<file path="config.mk">
export PLATFORM = sky130hd
export DESIGN_NAME = pwm_trig_out
export DESIGN_NICKNAME = d
export VERILOG_FILES = /design/src/rtl/pwm_trig_pkg.sv /design/src/rtl/pwm_evt_sel.sv /design/src/rtl/pwm_wave_gen.sv /design/src/rtl/pwm_trig_out.sv
export SDC_FILE = /design/constraint.sdc
export NUM_CORES = 1
export LEC_CHECK = 0
export ABC_AREA = 1
export BUFFER_PORTS_ARGS = -buffer_cell sky130_fd_sc_hd__buf_2
export CORE_AREA = 5 5 42 44
export CTS_CLUSTER_DIAMETER = 150
export DETAILED_ROUTE_END_ITERATION = 16
export DIE_AREA = 0 0 47 49
export HOLD_SLACK_MARGIN = 0.02
export PLACE_DENSITY = 0.43
export SYNTH_ARGS = -nofsm -noshare
export SYNTH_HDL_FRONTEND = slang
export SYNTH_HIERARCHICAL = 1
export SYNTH_SLANG_ARGS = --single-unit
</file>
<file path="constraint.sdc">
create_clock -name clk_i -period 1.5 [get_ports clk_i]
set_input_delay 0.375 -clock clk_i [delete_from_list [all_inputs] [get_ports clk_i]]
set_output_delay 0.375 -clock clk_i [all_outputs]
set_load 0.005 [all_outputs]
</file>
<file path="src/rtl/pwm_trig_pkg.sv">
package pwm_trig_pkg;
  localparam int unsigned MODE_W = 2;

  typedef enum logic [MODE_W-1:0] {
    TRIG_NONE  = 2'd0,
    TRIG_OVF   = 2'd1,
    TRIG_BOTH  = 2'd2,
    TRIG_RSVD  = 2'd3
  } trig_mode_e;

  // reserved encoding folds onto "none"
  function automatic logic mode_active(input logic [MODE_W-1:0] m);
    return (m == TRIG_OVF) || (m == TRIG_BOTH);
  endfunction
endpackage

</file>
<file path="src/rtl/pwm_evt_sel.sv">
module pwm_evt_sel
  import pwm_trig_pkg::*;
(
  input  logic              run_i,
  input  logic              ovf_i,
  input  logic              match_i,
  input  logic [MODE_W-1:0] trig_mode_i,
  output logic              active_o,
  output logic              evt_o
);
  always_comb begin
    active_o = run_i && mode_active(trig_mode_i);
    evt_o    = 1'b0;
    if (active_o) begin
      unique case (trig_mode_i)
        TRIG_OVF:  evt_o = ovf_i;
        TRIG_BOTH: evt_o = ovf_i | match_i;
        default:   evt_o = 1'b0;
      endcase
    end
  end
endmodule

</file>
<file path="src/rtl/pwm_wave_gen.sv">
module pwm_wave_gen (
  input  logic clk_i,
  input  logic rst_ni,
  input  logic active_i,
  input  logic evt_i,
  input  logic tick_i,
  input  logic idle_lvl_i,
  output logic pulse_q_o,
  output logic tog_q_o
);
  logic pulse_q, tog_q;

  always_ff @(posedge clk_i or negedge rst_ni) begin
    if (!rst_ni) begin
      pulse_q <= 1'b0;
      tog_q   <= 1'b0;
    end else if (!active_i) begin
      pulse_q <= 1'b0;
      tog_q   <= idle_lvl_i;
    end else begin
      if (evt_i)       pulse_q <= 1'b1;
      else if (tick_i) pulse_q <= 1'b0;
      if (evt_i)       tog_q   <= ~tog_q;
    end
  end

  assign pulse_q_o = pulse_q;
  assign tog_q_o   = tog_q;
endmodule

</file>
<file path="src/rtl/pwm_trig_out.sv">
module pwm_trig_out
  import pwm_trig_pkg::*;
(
  input  logic              clk_i,
  input  logic              rst_ni,
  input  logic              run_i,
  input  logic              tick_i,
  input  logic              ovf_i,
  input  logic              match_i,
  input  logic [MODE_W-1:0] trig_mode_i,
  input  logic              toggle_i,
  input  logic              idle_lvl_i,
  input  logic              pin_dir_i,
  output logic              pwm_o,
  output logic              pwm_oe_o
);
  logic active, evt, pulse_q, tog_q;

  pwm_evt_sel u_sel (
    .run_i       (run_i),
    .ovf_i       (ovf_i),
    .match_i     (match_i),
    .trig_mode_i (trig_mode_i),
    .active_o    (active),
    .evt_o       (evt)
  );

  pwm_wave_gen u_wave (
    .clk_i      (clk_i),
    .rst_ni     (rst_ni),
    .active_i   (active),
    .evt_i      (evt),
    .tick_i     (tick_i),
    .idle_lvl_i (idle_lvl_i),
    .pulse_q_o  (pulse_q),
    .tog_q_o    (tog_q)
  );

  always_comb begin
    if (!active)       pwm_o = idle_lvl_i;
    else if (toggle_i) pwm_o = tog_q;
    else               pwm_o = idle_lvl_i ^ pulse_q;
  end

  assign pwm_oe_o = ~pin_dir_i;
endmodule

</file>
==> results of run 1 <==
## critical path, stage by stage
cell and delay [ns]:
sky130_fd_sc_hd__buf_6 0.10, sky130_fd_sc_hd__ha_4 0.23, sky130_fd_sc_hd__nor2_4 0.11, sky130_fd_sc_hd__inv_2 0.05, sky130_fd_sc_hd__a21oi_2 0.09, sky130_fd_sc_hd__nand2_1 0.06
sky130_fd_sc_hd__nand2_1 0.05, sky130_fd_sc_hd__inv_1 0.03, sky130_fd_sc_hd__buf_2 0.11
## power groups by stage
stage | combinational [uW] | clock [uW] | sequential (uW)
after floorplan | 39.3 | 0 | 62.5
after global placement | 68.5 | 0 | 63.8
after detailed placement | 68.8 | 0 | 63.6
after CTS | 76.1 | 122 | 63.0
after global routing | 87.8 | 130 | 64.6
final | 76.2 | 115 | 64.2
## routing by layer
metal	share of wire (%)	wire length (um)	global-route usage, %	up-vias
met4	0	0	1.38	0
met5	0	0	0	-
met1	41	207	5.05	102
met2	48	241	7.01	6
li1	-	-	-	147
met3	10	50	3.69	0
## how the worst max path moves through the flow
stage | start | slack, ns | to | depth (start not counted)
final | trig_mode_i[1] | -0.07 | pwm_o | 9
after global routing | trig_mode_i[0] | -0.16 | pwm_o | 10
after CTS | trig_mode_i[1] | -0.12 | pwm_o | 9
after detailed placement | trig_mode_i[0] | -0.17 | pwm_o | 10
after global placement | trig_mode_i[0] | -0.17 | pwm_o | 10
after floorplan | trig_mode_i[0] | 0.04 | pwm_o | 8
## synth_stat cells
library cell	n	area, um2
sky130_fd_sc_hd__a21oi_1	3	15.0
sky130_fd_sc_hd__dfrtp_1	2	50.1
sky130_fd_sc_hd__ha_1	2	25.0
sky130_fd_sc_hd__inv_1	13	48.8
sky130_fd_sc_hd__inv_2	1	3.75
sky130_fd_sc_hd__nand2_1	13	48.8
sky130_fd_sc_hd__nand2_2	1	6.26
sky130_fd_sc_hd__nand3_1	1	5.00
sky130_fd_sc_hd__nor2_1	1	3.75
sky130_fd_sc_hd__nor2_2	1	6.26
sky130_fd_sc_hd__o21ai_1	1	5.00
## cells by family after synthesis
family | count (synthesis) | synth area share, %
flops | 2 | 23.0
buf+inv | 14 | 24.1
fa+ha+maj | 2 | 11.5
simple gates | 17 | 32.2
compound gates | 4 | 9.19
## final cells by class
type	count	area, um2	area share (%)
multi-input cells	23	136	35.7
repair buffers	15	97.6	25.6
flip-flops and latches	2	50.0	13.1
inverters	14	55.1	14.4
well taps	16	20.0	5.25
clock buffers	3	22.5	5.90
## layout by cell type, fill, tap and decap left out
cell and n:
sky130_fd_sc_hd__inv_1 11, sky130_fd_sc_hd__o21ai_1 1, sky130_fd_sc_hd__a21oi_2 1, sky130_fd_sc_hd__nand2_1 13, sky130_fd_sc_hd__buf_4 2, sky130_fd_sc_hd__nand2_2 1, sky130_fd_sc_hd__dlygate4sd3_1 1, sky130_fd_sc_hd__ha_4 1
sky130_fd_sc_hd__buf_2 10, sky130_fd_sc_hd__nor2_4 1, sky130_fd_sc_hd__inv_4 1, sky130_fd_sc_hd__dfrtp_1 2, sky130_fd_sc_hd__buf_6 2, sky130_fd_sc_hd__nand3_1 1, sky130_fd_sc_hd__a21oi_1 2, sky130_fd_sc_hd__nor2_1 1
sky130_fd_sc_hd__clkbuf_4 3, sky130_fd_sc_hd__inv_2 2, sky130_fd_sc_hd__ha_1 1
## stage by stage
step | instances | hold slack (ns) | cell area (um2) | worst slack (ns)
2_1_floorplan | 39 | 0.0794 | 235 | 0.0370
3_3_place_gp | 69 | 0.161 | 330 | -0.171
3_5_place_dp | 69 | 0.162 | 330 | -0.172
4_1_cts | 73 | 0.403 | 378 | -0.120
5_1_grt | 73 | 0.427 | 382 | -0.160
6_report | 73 | 0.406 | 382 | -0.0738
## sequential cells by signal (all words and copies together) (netlist names)
signal,count
u_wave/pulse_q_o,1
u_wave/tog_q_o,1
## what timing repair did
| item | CTS | global route |
|---|---|---|
| setup endpoints to repair | 1 | 1 |
| buffers inserted | 0 | 0 |
| hold buffers | 1 | 0 |
| pin swaps | 4 | 1 |
| hold endpoints to repair | 2 | 0 |
| gates resized for setup | 5 | 2 |
==> results.yml, run 1 <==
timing:
  slew-limit-headroom_pct: 91.5
  final-max-slew-violation-count: 0
  setup_violations: 1
  finalWorstPathRequiredPeriod_ns: 1.57
  hold_violations: 0
  max_freq_mhz: 635
  totalNegativeSetupSlack_ns: -0.0738
  grt_setup_unrepaired: "yes"
  finalClockSkew_ns: 0
  final.setup.worst_slack_ns: -0.0738
  timing.final.crit_share_pct: 105
  worst_pin_slew_ns: 0.128
cts:
  cts_tree: "yes"
  clkTransAtPathRegs_ns: 0.03
  cts_made_buffers: 3
  ctsRootBufferMaster: "sky130_fd_sc_hd__clkbuf_4"
  clock-sinks: 2
  clock_tree.buffer_depth: 2
  clock_latency_ns: 0.22
  h-tree-depth: 1
die:
  die_outline_width_um: 47
  core-area_um2: 1400
  boundary_pins: 13
  start_util_pct: 15.5
  die_h_um: 49
  std_cell_rows: 14
  design.die.area_um2: 2300
drt:
  antenna_violating_nets_post_route: 0
  drc_marker_count_from_the_first_detailed_route_iteration: 2
  route.final.wire_length_um: 499
  route.vias.total: 255
  detail_route.wl_per_cell_um: 6.84
  routed_via_density: 3.49
  drtPass1Iterations: 2
  post-route-drc-count: 0
outcome:
  outcome: "finished, violations left"
  violations: "setup timing"
global_route:
  grt_util_all_layers_pct: 4.72
  antenna_found_initial: 0
  global_route_wire_length_before_repair_um: 800
  grt_pass1_vias: 236
  grt_overflow: 0
  largest_net_degree_at_the_start_of_global_routing: 6
setup_path:
  worstReg2RegStart: "u_wave/tog_q_o"
  critical_path_peak_fanout: 3
  arrival_ns: 1.20
  crit_type: "in -> out"
  worst_ep_required_time_ns: 1.12
  reg2reg_setup_slack_ns: 0.77
  crit-reg2reg-capture: "u_wave/tog_q_o"
  cp-start-kind: "input pin"
  worst_r2r_path_depth: 5
  crit_path_end_kind: "output port"
logic_synthesis:
  ys_seq_elements: 2
  synth.cell_area_um2: 218
  synth_cell_types: 11
  synthCells: 39
  avgSynthCellArea_um2: 5.58
  synth_sequential_area_ratio_pct: 23.0
  ys.warnings.count: 6
  synth_nets: 52
finish:
  layout-drive-gt1-share_pct: 42.1
  fin_util_pct: 27.2
  num-fill-cells: 167
  num_antenna_cells: 0
  area_growth_syn_to_layout_pct: 75.3
  final_net_count: 72
power_and_ir_drop:
  total_leakage_power_uw: 0.000227
  swShare_pct: 26.5
  power.share.combinational_pct: 29.9
  internal_power_uw: 187
  power-per-cell-area_nw_per_um2: 668
  irDropWorstVdd_v: 0.000361
  netsw_uw: 67.6
  post-layout-total-power_uw: 255
  sequential_group_share_of_total_power_pct: 25.2
  pwr-share-clk_pct: 45.0
hold_path:
  holdCritStartpoint: "tick_i"
  holdPathEnd: "u_wave/pulse_q_o"
  min_path_cells: 4
  worst_hold_path_type: "in -> reg"
placement:
  placement.io_buffers: 12
  globalplace.congestion: 0.585
  place_hpwl_um: 423
job:
  max_cap_check_violation_count: 0
Power figures use the tool's default switching activity.
==> inputs of run 2 (changes only) <==
PLACE_DENSITY = 0.41   (was 0.43)
clock period = 1.95 ns   (was 1.5 ns; I/O delays follow)
==> run 2 against run 1 <==
The flow now finishes without violations. Largest power group unchanged. Hold slack got worse by 0.36 ns. Die area unchanged. Combinational power decreased by 30%. Design area decreased by 6.6%. Routed wire length increased by 0.20%. Core utilization decreased by 1.8 points. Via count increased by 1.2%. Critical endpoint unchanged. Sequential cell count unchanged. Critical path type unchanged. Sequential share of layout area increased by 0.92 points.
==> results.yml, run 2 (synthesis results as in run 1) <==
outcome:
  outcome: "complete, no violations"
finish:
  final_area_um2: 357
  most_frequent_standard_cell_in_the_layout_excluding_fill_and_tap_cells: "sky130_fd_sc_hd__nand2_1"
  layout-drive-gt1-share_pct: 41.1
  num_antenna_cells: 0
  final_net_count: 71
  top_library_cells_by_usage_in_the_layout_fill_and_taps_aside: "sky130_fd_sc_hd__nand2_1, sky130_fd_sc_hd__inv_1, sky130_fd_sc_hd__buf_2"
  area_growth_syn_to_layout_pct: 63.8
  num-fill-cells: 168
die:
  start_util_pct: 15.5
  core-area_um2: 1400
  die_outline_width_um: 47
  design.die.area_um2: 2300
  die_h_um: 49
  std_cell_rows: 14
  boundary_pins: 13
cts:
  clkTransAtPathRegs_ns: 0.03
  clock_latency_ns: 0.22
  clock_tree.buffer_depth: 2
  clock-sinks: 2
  h-tree-depth: 1
  cts_tree: "yes"
  post_cts_hold_buffer_count: 0
  ctsRootBufferMaster: "sky130_fd_sc_hd__clkbuf_4"
  cts_made_buffers: 3
timing:
  hold_violations: 0
  worst_pin_slew_ns: 0.136
  slew-limit-headroom_pct: 91.0
  final-max-slew-violation-count: 0
  setup_violations: 0
  finalClockSkew_ns: 0
  grt_setup_unrepaired: "no"
  timing.final.crit_share_pct: 95.1
  final.setup.worst_slack_ns: 0.0960
  finalWorstPathRequiredPeriod_ns: 1.85
  max_freq_mhz: 539
global_route:
  grt_pass1_vias: 205
  largest_net_degree_at_the_start_of_global_routing: 6
  grt_util_all_layers_pct: 4.43
  grt_overflow: 0
  antenna_found_initial: 0
  global_route_wire_length_before_repair_um: 752
power_and_ir_drop:
  sequential_group_share_of_total_power_pct: 25.7
  pwr-share-clk_pct: 46.7
  netsw_uw: 52.8
  power-per-cell-area_nw_per_um2: 541
  swShare_pct: 27.3
  irDropWorstVdd_v: 0.000255
  internal_power_uw: 140
  power.share.combinational_pct: 27.7
  total_leakage_power_uw: 0.000218
placement:
  place_hpwl_um: 424
  placement.io_buffers: 12
  standard_cell_area_after_detailed_placement_um2: 313
  globalplace.congestion: 0.606
  dp_slack_ns: -0.0295
setup_path:
  worstPathBufferInverterCount: 5
  crit_type: "in -> out"
  worst_r2r_path_depth: 5
  crit_path_start: "trig_mode_i[0]"
  worstReg2RegStart: "u_wave/tog_q_o"
  worst_path_max_delay_cell: "sky130_fd_sc_hd__ha_4"
  reg2reg_setup_slack_ns: 1.21
  worst_ep_required_time_ns: 1.46
  cp_slowest_stage_delay_ns: 0.19
  arrival_ns: 1.37
  crit_path_end_kind: "output port"
  cp-start-kind: "input pin"
  worstSetupPathDepth: 10
  critical_path.cell_chain: "buf_2, inv_2, ha_4, nor2_4, inv_1, a21oi_2, nand2_1, nand2_1, inv_1, buf_2"
  cp_top_family: "buffers and inverters"
  critical_path_peak_fanout: 3
  crit-reg2reg-capture: "u_wave/tog_q_o"
  capture_point_of_the_worst_path: "pwm_o"
drt:
  detail_route.wl_per_cell_um: 6.94
  drc_marker_count_from_the_first_detailed_route_iteration: 2
  route.final.wire_length_um: 500
  routed_via_density: 3.58
  post-route-drc-count: 0
  drtPass1Iterations: 2
  route.vias.total: 258
  antenna_violating_nets_post_route: 0
job:
  max_cap_check_violation_count: 0
hold_path:
  worst_hold_path_type: "in -> async"
-- run 2: cell types whose count changed in the layout (fill, tap and decap cells not counted) --
| cell | before | now |
|---|---|---|
| sky130_fd_sc_hd__buf_2 | 10 | 12 |
| sky130_fd_sc_hd__buf_6 | 2 | 0 |
| sky130_fd_sc_hd__inv_4 | 1 | 0 |
| sky130_fd_sc_hd__dlygate4sd3_1 | 1 | 0 |
| sky130_fd_sc_hd__inv_1 | 11 | 12 |
-- run 2: how the worst min path moves through the flow --
stage	slack (ns)	end
floorplan	0.19	u_wave/pulse_q_o
global placement	0.27	u_wave/tog_q_o
detailed placement	0.27	u_wave/tog_q_o
CTS	0.03	u_wave/pulse_q_o
global route	0.03	u_wave/pulse_q_o
finish	0.04	u_wave/pulse_q_o
-- run 2: what timing repair did --
item	in CTS	in global routing
gates resized for setup	0	4
endpoints found under the setup margin	1	1
pin swaps	2	1
setup buffers	0	0
-- run 2: area by class of cell --
type / instances / area, um2 / share of cell area (%)
clock buffer: 3 / 22.5 / 6.32
inverter: 14 / 52.6 / 14.7
multi-input combinational: 23 / 136 / 38.2
sequential: 2 / 50.0 / 14.0
tap: 16 / 20.0 / 5.61
timing repair buffer: 14 / 75.1 / 21.1
-- run 2: worst reg2reg max path: stages, from the launching register on --
cell	delay [ns]
sky130_fd_sc_hd__dfrtp_1	0.38
sky130_fd_sc_hd__inv_1	0.05
sky130_fd_sc_hd__nand2_1	0.05
sky130_fd_sc_hd__nand2_1	0.05
sky130_fd_sc_hd__nand2_1	0.05
sky130_fd_sc_hd__nand2_1	0.04
-- run 2: power by group through the flow --
stage,registers [uW],logic [uW],clock network (uW)
after floorplan,48.1,25.9,0
after global placement,49.5,47.6,0
after detailed placement,49.3,47.9,0
after CTS,48.9,48.0,95.5
after global routing,50.0,62.5,102
final,49.5,53.4,90.1
-- run 2: per-stage QoR --
step / TNS (ns) / utilization [%] / total power [uW] / hold slack, ns / instances
2_1_floorplan: 0 / - / 74.0 / 0.192 / 39
3_5_place_dp: -0.0295 / 22.3 / 97.1 / 0.274 / 69
6_report: 0 / 25.4 / 193 / 0.0425 / 72
4_1_cts: 0 / 23.9 / 192 / 0.0349 / 72
5_1_grt: 0 / 25.4 / 215 / 0.0289 / 72
3_3_place_gp: -0.0311 / 22.3 / 97.1 / 0.274 / 69
-- run 2: routing by layer --
metal  vias up  wire length (um)  global-route usage [%]  part of all wire [%]
met5         -                 0                       0                     0
met4         0                 0                    2.76                     0
met3         0                74                    2.95                    15
met2        10               202                    5.20                    40
met1       104               224                    5.69                    45
li1        144                 -                       -                     -
==> inputs of run 3 (changes only) <==
PLACE_DENSITY = 0.39   (was 0.41)
SYNTH_HIERARCHICAL = not set   (was 1)
==> run 3 against run 2 <==
Final cell count decreased by 13%. Synthesized area decreased by 11%. Setup slack improved by 0.033 ns. Global-route usage increased by 0.50 points. Sequential cell count unchanged. Combinational power decreased by 13%. Routed wire length decreased by 5.6%. Power decreased by 2.5%. Hold slack got worse by 0.0038 ns. Core utilization decreased by 2.5 points. Synthesized cell count decreased by 21%. Critical path depth decreased by 1. Critical path type unchanged.
==> results.yml, run 3 <==
hold_path:
  worst_hold_path_type: "in -> async"
finish:
  num_antenna_cells: 0
  final_area_um2: 322
  most_frequent_standard_cell_in_the_layout_excluding_fill_and_tap_cells: "sky130_fd_sc_hd__buf_2"
  fin_util_pct: 22.9
  top_library_cells_by_usage_in_the_layout_fill_and_taps_aside: "sky130_fd_sc_hd__buf_2, sky130_fd_sc_hd__inv_1, sky130_fd_sc_hd__nand2_1"
  area_growth_syn_to_layout_pct: 66.9
  layout-drive-gt1-share_pct: 42.6
  layout.cells.non_filler: 63
  final_net_count: 62
cts:
  h-tree-depth: 1
  ctsRootBufferMaster: "sky130_fd_sc_hd__clkbuf_4"
  clkTransAtPathRegs_ns: 0.03
  clock_latency_ns: 0.23
  clock-sinks: 2
  post_cts_hold_buffer_count: 0
  clock_tree.buffer_depth: 2
  cts_tree: "yes"
  cts_made_buffers: 3
die:
  core-area_um2: 1400
  die_outline_width_um: 47
  std_cell_rows: 14
  design.die.area_um2: 2300
  boundary_pins: 13
  start_util_pct: 13.8
  die_h_um: 49
logic_synthesis:
  yosys_most_used_dff: "sky130_fd_sc_hd__dfrtp_1"
  synth_sequential_area_ratio_pct: 26.0
  synth_cell_types: 11
  ys_seq_elements: 2
  yosys-top-cells-area: "sky130_fd_sc_hd__dfrtp_1, sky130_fd_sc_hd__inv_1, sky130_fd_sc_hd__nand2_1, sky130_fd_sc_hd__ha_1, sky130_fd_sc_hd__a21oi_1"
  ys.warnings.count: 0
  post_synth_edffs: 0
  synth.top_cells.by_count: "sky130_fd_sc_hd__inv_1, sky130_fd_sc_hd__nand2_1"
  synthCells: 31
  synth_top_area_share_pct: 26.0
  synth-async-reset-ratio_pct: 100
  synth.cell_area_um2: 193
  synth_nets: 44
  avgSynthCellArea_um2: 6.22
  netlist.top_cell.by_area: "sky130_fd_sc_hd__dfrtp_1"
global_route:
  grt_overflow: 0
  largest_net_degree_at_the_start_of_global_routing: 4
  antenna_found_initial: 0
  global_route_wire_length_before_repair_um: 821
  grt_util_all_layers_pct: 4.93
  grt_pass1_vias: 219
timing:
  grt_setup_unrepaired: "no"
  slew-limit-headroom_pct: 93.0
  finalWorstPathRequiredPeriod_ns: 1.82
  finalClockSkew_ns: 0
  setup_violations: 0
  timing.final.crit_share_pct: 93.4
  final-max-slew-violation-count: 0
  worst_pin_slew_ns: 0.104
  totalNegativeSetupSlack_ns: 0
  max_freq_mhz: 549
  hold_violations: 0
  timing.hold.ws_ns: 0.0386
drt:
  route.vias.total: 211
  route.final.wire_length_um: 472
  detail_route.wl_per_cell_um: 7.49
  post-route-drc-count: 0
  routed_via_density: 3.35
  antenna_violating_nets_post_route: 0
  drc_marker_count_from_the_first_detailed_route_iteration: 4
  drtPass1Iterations: 2
setup_path:
  crit_type: "in -> out"
  cp_common_cell: "sky130_fd_sc_hd__nand2_1"
  critical_path_peak_fanout: 3
  worst_path_max_delay_cell: "sky130_fd_sc_hd__ha_4"
  worst_ep_required_time_ns: 1.46
  arrival_ns: 1.33
  cp-start-kind: "input pin"
  critical_path.cell_chain: "buf_6, inv_1, ha_4, nor2_2, inv_2, a21oi_2, nand2_1, nand2_1, buf_2"
  crit_path_end_kind: "output port"
  cp_slowest_stage_delay_ns: 0.20
  cp_top_family: "buffers and inverters"
  worstPathBufferInverterCount: 4
placement:
  place_hpwl_um: 374
  total_placed_cells_including_tap_cells: 59
  globalplace.congestion: 0.668
  standard_cell_area_after_detailed_placement_um2: 273
  placement.io_buffers: 12
power_and_ir_drop:
  power-per-cell-area_nw_per_um2: 586
  irDropWorstVdd_v: 0.000117
  total_leakage_power_uw: 0.000187
outcome:
  outcome: "complete, no violations"
job:
  max_cap_check_violation_count: 0
[run 3: power by group]
group | switching (uW) | total, uW | internal (uW)
registers | 1.79 | 46.9 | 45.1
clock network | 26.8 | 95.1 | 68.3
logic | 22.8 | 46.3 | 23.6
total | 51.4 | 188 | 137
[run 3: layer usage]
metal / track usage [%] / vias up / wire length (um)
li1: - / 123 / -
met1: 6.59 / 82 / 222
met2: 6.11 / 6 / 216
met3: 1.48 / 0 / 33
met4: 4.15 / 0 / 0
met5: 0 / - / 0
[run 3: timing repair]
action,in CTS,in global routing
setup endpoints to repair,0,1
gates resized for setup,0,2
buffers inserted,0,1
[run 3: per-stage QoR]
stage	setup WS (ns)	power [uW]
finish	0.129	188
floorplan	0.286	69.8
global route	0.0353	208
detailed placement	0.0461	88.2
CTS	0.0419	192
global placement	0.0501	88.4
[run 3: final cells by class]
type / count / area, um2
inverter: 10 / 37.5
sequential: 2 / 50.0
fill: 180 / 1080
clock buffer: 3 / 22.5
multi-input combinational: 19 / 118
timing repair buffer: 13 / 73.8
tap: 16 / 20.0
[run 3: logic make-up after synthesis]
logic type,Yosys count,share of synthesized area (%)
AOI/OAI and AO/OA,4,12.3
DFF,2,26.0
and+or+nand+nor,13,29.2
adders and majority gates,2,13.0
buffers and inverters,10,19.5
[run 3: path summary, 6_finish.rpt]
path | startpoint | end | slack (ns) | cells after the start
min in group clk_i | tick_i | u_wave.pulse_q_o | 0.53 | 3
min reg2reg | u_wave.tog_q_o | u_wave.tog_q_o | 0.60 | 3
max in group asynchronous | rst_ni | u_wave.tog_q_o | 1.82 | 1
max | trig_mode_i[0] | pwm_o | 0.13 | 9
min | rst_ni | u_wave.pulse_q_o | 0.04 | 1
max reg2reg | u_wave.pulse_q_o | u_wave.pulse_q_o | 1.17 | 3
